File: src/rtl/pfg_pkg.sv
package pfg_pkg;
    typedef enum logic [1:0] {
        ST_RUN     = 2'd0,
        ST_GRACE   = 2'd1,
        ST_LOCK    = 2'd2,
        ST_RECOVER = 2'd3
    } pfg_state_e;
endpackage

File: src/rtl/pfg_sync.sv
module pfg_sync #(
    parameter int WIDTH  = 2,
    parameter int STAGES = 2
) (
    input  logic             clk,
    input  logic             rst_n,
    input  logic [WIDTH-1:0] d,
    output logic [WIDTH-1:0] q
);
    logic [WIDTH-1:0] stg [STAGES];

    for (genvar i = 0; i < STAGES; i++) begin : g_stage
        if (i == 0) begin : g_first
            always_ff @(posedge clk or negedge rst_n) begin
                if (!rst_n) stg[i] <= '0;
                else        stg[i] <= d;
            end
        end else begin : g_rest
            always_ff @(posedge clk or negedge rst_n) begin
                if (!rst_n) stg[i] <= '0;
                else        stg[i] <= stg[i-1];
            end
        end
    end

    assign q = stg[STAGES-1];
endmodule

File: src/rtl/pfg_timer.sv
module pfg_timer #(
    parameter int          CNT_W   = 5,
    parameter int unsigned RST_VAL = 0
) (
    input  logic             clk,
    input  logic             rst_n,
    input  logic             load,
    input  logic [CNT_W-1:0] load_val,
    input  logic             dec,
    output logic             zero
);
    logic [CNT_W-1:0] cnt_q;

    always_ff @(posedge clk or negedge rst_n) begin
        if (!rst_n)                      cnt_q <= CNT_W'(RST_VAL);
        else if (load)                   cnt_q <= load_val;
        else if (dec && cnt_q != '0)     cnt_q <= cnt_q - 1'b1;
    end

    assign zero = (cnt_q == '0);
endmodule

File: src/rtl/pfg_fsm.sv
module pfg_fsm
    import pfg_pkg::*;
#(
    parameter int WP_CYCLES = 8,
    parameter int ER_CYCLES = 16,
    parameter int CNT_W     = 5
) (
    input  logic             clk,
    input  logic             rst_n,
    input  logic             low_s,
    input  logic             host_ce_n,
    input  logic             tmr_zero,
    output pfg_state_e       state_q,
    output pfg_state_e       state_d,
    output logic             tmr_load,
    output logic [CNT_W-1:0] tmr_val,
    output logic             tmr_dec
);
    localparam logic [CNT_W-1:0] WP_LOAD = CNT_W'(WP_CYCLES - 1);
    localparam logic [CNT_W-1:0] ER_LOAD = CNT_W'(ER_CYCLES - 1);

    always_ff @(posedge clk or negedge rst_n) begin
        if (!rst_n) state_q <= ST_RECOVER;
        else        state_q <= state_d;
    end

    always_comb begin
        state_d  = state_q;
        tmr_load = 1'b0;
        tmr_val  = '0;
        tmr_dec  = 1'b0;
        unique case (state_q)
            ST_RUN: begin
                if (low_s) begin
                    if (!host_ce_n) begin
                        state_d  = ST_GRACE;
                        tmr_load = 1'b1;
                        tmr_val  = WP_LOAD;
                    end else begin
                        state_d  = ST_LOCK;
                    end
                end
            end
            ST_GRACE: begin
                if (host_ce_n || tmr_zero) state_d = ST_LOCK;
                else                       tmr_dec = 1'b1;
            end
            ST_LOCK: begin
                if (!low_s) begin
                    state_d  = ST_RECOVER;
                    tmr_load = 1'b1;
                    tmr_val  = ER_LOAD;
                end
            end
            ST_RECOVER: begin
                if (low_s)         state_d = ST_LOCK;
                else if (tmr_zero) state_d = ST_RUN;
                else               tmr_dec = 1'b1;
            end
            default: state_d = ST_LOCK;
        endcase
    end
endmodule

File: src/rtl/pfail_guard.sv
module pfail_guard
    import pfg_pkg::*;
#(
    parameter int WP_CYCLES   = 8,
    parameter int ER_CYCLES   = 16,
    parameter int SYNC_STAGES = 2
) (
    input  logic clk,
    input  logic rst_n,
    input  logic lowv_raw,
    input  logic swov_raw,
    input  logic host_ce_n,
    input  logic host_we_n,
    input  logic host_oe_n,
    output logic mem_ce_n,
    output logic mem_we_n,
    output logic mem_oe_n,
    output logic batt_sel,
    output logic prot_flag
);
    localparam int MAX_CYC = (WP_CYCLES > ER_CYCLES) ? WP_CYCLES : ER_CYCLES;
    localparam int CNT_W   = $clog2(MAX_CYC + 1);

    logic [1:0]       flags_s;
    logic             low_s;
    logic             sw_s;
    logic             tmr_load;
    logic             tmr_dec;
    logic             tmr_zero;
    logic [CNT_W-1:0] tmr_val;
    pfg_state_e       state_q;
    pfg_state_e       state_d;
    logic             pass_d;
    logic             prot_d;

    pfg_sync #(.WIDTH(2), .STAGES(SYNC_STAGES)) u_sync (
        .clk   (clk),
        .rst_n (rst_n),
        .d     ({swov_raw, lowv_raw}),
        .q     (flags_s)
    );

    assign low_s = flags_s[0];
    assign sw_s  = flags_s[1];

    pfg_timer #(.CNT_W(CNT_W), .RST_VAL(ER_CYCLES - 1)) u_timer (
        .clk      (clk),
        .rst_n    (rst_n),
        .load     (tmr_load),
        .load_val (tmr_val),
        .dec      (tmr_dec),
        .zero     (tmr_zero)
    );

    pfg_fsm #(.WP_CYCLES(WP_CYCLES), .ER_CYCLES(ER_CYCLES), .CNT_W(CNT_W)) u_fsm (
        .clk       (clk),
        .rst_n     (rst_n),
        .low_s     (low_s),
        .host_ce_n (host_ce_n),
        .tmr_zero  (tmr_zero),
        .state_q   (state_q),
        .state_d   (state_d),
        .tmr_load  (tmr_load),
        .tmr_val   (tmr_val),
        .tmr_dec   (tmr_dec)
    );

    // Output decode from the next state, so outputs register with the state.
    always_comb begin
        pass_d = (state_d == ST_RUN) || (state_d == ST_GRACE);
        prot_d = (state_d == ST_LOCK) || (state_d == ST_RECOVER);
    end

    always_ff @(posedge clk or negedge rst_n) begin
        if (!rst_n) begin
            mem_ce_n  <= 1'b1;
            mem_we_n  <= 1'b1;
            mem_oe_n  <= 1'b1;
            prot_flag <= 1'b1;
            batt_sel  <= 1'b0;
        end else begin
            mem_ce_n  <= pass_d ? host_ce_n : 1'b1;
            mem_we_n  <= pass_d ? host_we_n : 1'b1;
            mem_oe_n  <= pass_d ? host_oe_n : 1'b1;
            prot_flag <= prot_d;
            batt_sel  <= sw_s;
        end
    end
endmodule

File: config.mk
export PLATFORM = sky130hd
export DESIGN_NAME = pfail_guard
export DESIGN_NICKNAME = d
export VERILOG_FILES = /design/src/rtl/pfg_pkg.sv /design/src/rtl/pfg_sync.sv /design/src/rtl/pfg_timer.sv /design/src/rtl/pfg_fsm.sv /design/src/rtl/pfail_guard.sv
export SDC_FILE = /design/constraint.sdc
export NUM_CORES = 1
export LEC_CHECK = 0
export ABC_AREA = 1
export ABC_CLOCK_PERIOD_IN_PS = 1300
export CELL_PAD_IN_SITES_DETAIL_PLACEMENT = 2
export CELL_PAD_IN_SITES_GLOBAL_PLACEMENT = 2
export CORE_MARGIN = 2
export CORE_UTILIZATION = 28
export CTS_CLUSTER_SIZE = 16
export DETAILED_ROUTE_END_ITERATION = 16
export PLACE_DENSITY_LB_ADDON = 0.3
export SLEW_MARGIN = 20
export SYNTH_ARGS = -nofsm -noshare
export SYNTH_HDL_FRONTEND = slang
export SYNTH_SLANG_ARGS = --single-unit
File: constraint.sdc
create_clock -name clk -period 1.3 [get_ports clk]
set_input_delay 0.26 -clock clk [delete_from_list [all_inputs] [get_ports clk]]
set_output_delay 0.26 -clock clk [all_outputs]
set_load 0.005 [all_outputs]
---- Word level (Yosys, flattened, before mapping) ----
Cells that the tools add are included.
word-level totals
  bits in registers ....................... 16
  input port bits ......................... 7
  output and inout bits ................... 5
operators by class
  $add $sub $neg .......................... 1
  eq/ne operators ......................... 6
  mux-type cells .......................... 24
  reduce and logical (&&, ||, !) cells .... 9
operators by type and width
  cell                   number
  $mux W5                3
  $mux W2                6
  $pmux W5 S2            1
  $mux W1                9
  $eq A2 B2 Y1 const B   4
  $pmux W2 S4            1
  $logic_not A5 Y1       1
  $reduce_bool A5 Y1     1
  $sub A5 B1 Y5 const B  1
  $eq A2 B1 Y1 const B   2
  $logic_not A2 Y1       2
  $mux W4                1
  $pmux W1 S2            2
  $logic_or A1 B1 Y1     3
  $mux W3                1
  $reduce_bool A2 Y1     1
  $logic_and A1 B1 Y1    1

---- Longest topological paths before layout ----
Gate-level depths: netlist of run 1.
  word-level depth ........................ 7
  depth in mapped cells ................... 8
  depth with buffers taken out ............ 8

---- By module ----
From an unflattened synthesis of run 1, not the netlist that was laid out.
unflattened totals
  cell total of the unflattened synthesis .. 94
  area total of the unflattened synthesis .. 802.0 um^2
modules (own cells, without submodules)
  module       times used  cells an instance  area an instance (um^2)  seq. area each (um^2)
  pfg_timer    1           46                 340.3                    130.1
  pfg_fsm      1           29                 186.4                    52.6
  pfail_guard  1           13                 160.2                    130.1
  pfg_sync     1           6                  115.1                    100.1

---- Worst setup path before layout of run 1 ----
OpenSTA, ideal clock, no wires.
  kind .................................... register to register
  from .................................... register u_timer.cnt_q[0]
  to ...................................... register mem_oe_n
  setup time .............................. 0.065 ns
  arrival time ............................ 1.156 ns
  data required time ...................... 1.235 ns
  slack ................................... 0.079 ns
  cell stages (with the launch flop) ...... 8
  buffers on the path ..................... 0
  period minus slack after synthesis ...... 1.221 ns
  path through ............................ dfstp_2 -> inv_1 -> ha_1 -> nand3_2 -> inv_1 -> nand2_1 -> nand3_2 -> nand3_1
between the ends
  word-level cells in the longest chain between the ends .. 7
ends and longest elaborated chain
  what                                              RTL line                      text
  start, declared                                   pfg_timer.sv:12               logic [CNT_W-1:0] cnt_q;
  start signal, assigned                            pfg_timer.sv:15               if (!rst_n) cnt_q <= CNT_W'(RST_VAL);
  start signal, assigned                            pfg_timer.sv:16               else if (load) cnt_q <= load_val;
  start signal, assigned                            pfg_timer.sv:17               else if (dec && cnt_q != '0) cnt_q <= cnt_q - 1'b1;
  $logic_not A5 Y1 *                                pfg_timer.sv:20               assign zero = (cnt_q == '0);
  $mux W2 or $logic_or A1 B1 Y1 (tied branches)     pfg_fsm.sv:57, pfg_fsm.sv:45
  $mux W2 (on tied branches)                        pfg_fsm.sv:56, pfg_fsm.sv:45
  $pmux W2 S4 *                                     pfg_fsm.sv:32                 unique case (state_q)
  $eq A2 B1 Y1 or $logic_not A2 Y1 (tied branches)  pfail_guard.sv:70             pass_d = (state_d == ST_RUN) || (state_d == ST_GRACE);
  $logic_or A1 B1 Y1 *                              pfail_guard.sv:70
  $mux W1 *                                         pfail_guard.sv:84             mem_oe_n <= pass_d ? host_oe_n : 1'b1;
  end signal, assigned                              pfail_guard.sv:84
  end, declared                                     pfail_guard.sv:17             output logic mem_oe_n,
Mark *: on every way between the ends. The rest lies on a longest branch, timed or not.
A chain may end at the register's enable or synchronous reset.

---- Worst setup path after layout of run 1 ----
  from .................................... register u_timer.cnt_q[1]
  to ...................................... register mem_oe_n
The elaborated chain is that of the path after synthesis.

==> summary.md, run 1 <==
| Metric | Value |
|---|---|
| Initial drt markers | `6` |
| Seq cells post-synth | `15` |
| CTS Sinks | `15` |
| Hold_ws | `0.2874 ns` |
| Setup slack, reg-to-reg | `-0.01 ns` |
| DR vias | `565` |
| Min Tclk post-route | `1.310 ns` |
| Row cnt | `18` |
| Status | `finished, violations left` |
| Placed cell area | `918.4 µm²` |
| Reg power frac | `37.9%` |
| Max reg flops | `5` |
| Maximum vdd drop | `0.0008100 V` |
| Inst Count DP | `123` |
| Post-synth cell types | `18` |
| Io pins | `12` |
| Worst Path Required | `1.51 ns` |
| Failing checks | `setup timing` |
| Synth Area per Inst | `9.496 µm²` |
| Detail Placement HPWL | `1191 µm` |
| Setup TNS | `-0.01033 ns` |
| Wire length of the first global-routing pass | `2794 µm` |
| PwrDens | `2071 nW/µm²` |
| Vias in the first global route | `614` |
| Clock power share | `12.8%` |
| Final #Nets | `109` |
| Drt wl/cell | `12.06 µm` |
| Hold Vio Cnt, Final | `0` |
| Crit-path cells | `inv_1, ha_2, nand3_4, nand3_1, nand3_4, nand3_1` |
| Max Freq | `0.7633 GHz` |
| Clk buf depth | `2` |
| Met2 global-route usage | `17.01%` |
| Slew Limit Fails | `0` |
| Endpoints failing setup | `2` |
| Worst Setup Start Kind | `flip-flop` |
| Worst-path clk slew | `0.09 ns` |
| Most frequent cells in the layout | `nand2_1 (18), inv_1 (9), nand3_1 (9), dfstp_2 (9)` |
| Largest Register | `u_timer.cnt_q` |
| CTS H-tree lvls | `1` |
| CTS Buf Count | `3` |
| Core ar. | `2500 µm²` |
| Worst Path Arrival | `1.52 ns` |
| Final ANT Viol Nets | `0` |
| Fin cells | `129` |
| Comb pwr share | `49.4%` |
| DRC viols | `0` |
| CTS tree | `done` |
| Worst Max-Slew Pin Slew | `0.2209 ns` |
| Gate count of the mapped netlist | `78` |
| Relative slew slack | `85.24%` |
| N_diodes | `0` |
| Met3 global-route usage | `2.810%` |
| Drt first pass iters | `2` |
| Grt total ovfl | `0` |
| GRT Util Overall | `11.51%` |
| Setup CP Type | `flip-flop to flip-flop` |
| Routed wire length | `1556 µm` |
| Vias per cell | `4.380` |
| CP max-delay cell | `dfstp_2` |
| RSZ-0062 raised after global routing | `yes` |
| Max Clock Skew | `0.0002967 ns` |
| Sequential area share after synthesis | `52.20%` |
| Ratio of cells with drive above 1 in the final layout | `45.45%` |
| Worst reg-to-reg path cell count | `6` |
| Mapped Nets | `87` |
| Most Used Layer, Global Route | `met2` |
| Largest net degree at the start of global routing | `16` |
| CP max FO | `4` |
| Root Driver | `clkbuf_4` |
| Leakage Power | `0.4740 nW` |
| Layout area overhead | `36.49%` |
| Initial Util | `29.63%` |
| Switching Power | `0.8658 mW` |
| Met1 global-route usage | `16.67%` |
| Max-Cap Viols | `0` |
| Die area | `3073 µm²` |
| P_int | `1.228 mW` |
| Chip height | `55.44 µm` |
| Antenna violations before repair | `0` |
| Fin worst setup slack | `-0.01004 ns` |
| Post-Syn Area | `740.7 µm²` |
| Gpl congestion | `0.6760` |
| Most common cell after layout, fill and taps aside | `nand2_1` |
| Crit. End Element | `flip-flop` |
| Place WS | `-0.1672 ns` |
| Hold-fix buffers, CTS | `0` |
| Yosys warnings | `0` |
| Switching share of power | `41.34%` |
| RR Startpoint | `u_timer.cnt_q[1]` |
| HP Class | `primary input to asynchronous set/reset pin` |
| Reg2Reg Capture Point | `mem_oe_n` |
| Die width | `55.44 µm` |
| Final cycle utilization of the critical path | `100.8%` |
| IO Port Bufs | `11` |
| Worst stage delay on the critical path | `0.54 ns` |
| Finished Cell Area | `1011 µm²` |
| Clk Latency, worst-skew pair | `0.28 ns` |
worst max path at each step:
stage / startpoint / end / cells after the start
floorplan: u_timer.cnt_q[0] / mem_oe_n / 7
global placement: host_ce_n / u_timer.cnt_q[3] / 9
detailed placement: host_ce_n / u_timer.cnt_q[3] / 9
CTS: prot_flag / u_timer.cnt_q[3] / 8
global route: u_timer.cnt_q[1] / mem_oe_n / 6
finish: u_timer.cnt_q[1] / mem_oe_n / 6
kinds of logic (layout without fill, tap and decap cells):
kind of cell               count (synthesis)  count (layout)  share of synthesized area (%)
AOI/OAI and AO/OA                          1               1                          1.183
buffers and inverters                     13              33                          6.588
xor gates and xnor gates                   2               2                          2.365
DFF                                       15              15                          52.20
and+or+nand+nor                           45              46                          34.29
adders and majority gates                  2               2                          3.378
metrics by stage:
stage	total power, mW	util, %
final	2.094	40.44
after global routing	2.303	40.44
after CTS	2.054	39.39
after global placement	1.676	36.74
after floorplan	1.390	-
after detailed placement	1.708	36.74
layout make-up:
cell class,instances,area (µm²)
fill,272,1489
inverter,13,48.80
clock buffer,3,22.52
clock inverter,1,7.507
sequential,15,386.6
timing repair buffer,16,130.1
tap,30,37.54
multi-input combinational,51,377.9
power groups by stage:
stage	Sequential (mW)	Combinational, mW	Clock, mW
floorplan	0.784	0.606	0
global route	0.818	1.17	0.312
finish	0.793	1.03	0.268
global placement	0.788	0.887	0
detailed placement	0.797	0.911	0
CTS	0.789	0.980	0.284
metal layers:
layer  part of all wire [%]  vias up
li1                       -      285
met4                   0.39        0
met3                    2.1        2
met1                     49      273
met5                      0        -
met2                     49        5
synth_stat cells:
cell type | n | share of area [%]
o21ai_2 | 1 | 1.2
nand4_1 | 1 | 0.85
nor2_1 | 2 | 1.0
inv_1 | 11 | 5.6
nand2_2 | 2 | 1.7
nand2_4 | 3 | 4.6
ha_1 | 2 | 3.4
xor2_1 | 1 | 1.2
nor2_4 | 1 | 1.5
dfstp_2 | 9 | 32
inv_2 | 2 | 1.0
nor2_8 | 1 | 2.7
xnor2_1 | 1 | 1.2
nand3_1 | 11 | 7.4
nor2_2 | 2 | 1.7
nand3_2 | 2 | 2.7
dfrtp_1 | 6 | 20
nand2_1 | 20 | 10
repair_timing:
| action | in CTS | in global routing |
|---|---|---|
| pin swaps | 4 | 7 |
| gates cloned | 1 | 0 |
| setup buffers | 1 | 0 |
| setup endpoints to repair | 13 | 13 |
| gates resized for setup | 14 | 14 |
worst max-delay path: cells and delay by family (launching register included):
kind	cells	cell delay (ns)
flops	1	0.54
simple gates	4	0.46
fa+ha+maj	1	0.19
buf+inv	1	0.05
Note: power is estimated with default switching activity, not from simulation.
==> run 2, diff against run 1 <==
--- a/config.mk
+++ b/config.mk
@@ -13,6 +13,7 @@
 export CORE_UTILIZATION = 28
 export CTS_CLUSTER_SIZE = 16
 export DETAILED_ROUTE_END_ITERATION = 16
+export GPL_ROUTABILITY_DRIVEN = 0
 export PLACE_DENSITY_LB_ADDON = 0.3
 export SLEW_MARGIN = 20
 export SYNTH_ARGS = -nofsm -noshare
==> results of run 2 <==
No change in the layout: final DEF, timing and power equal those of run 1.
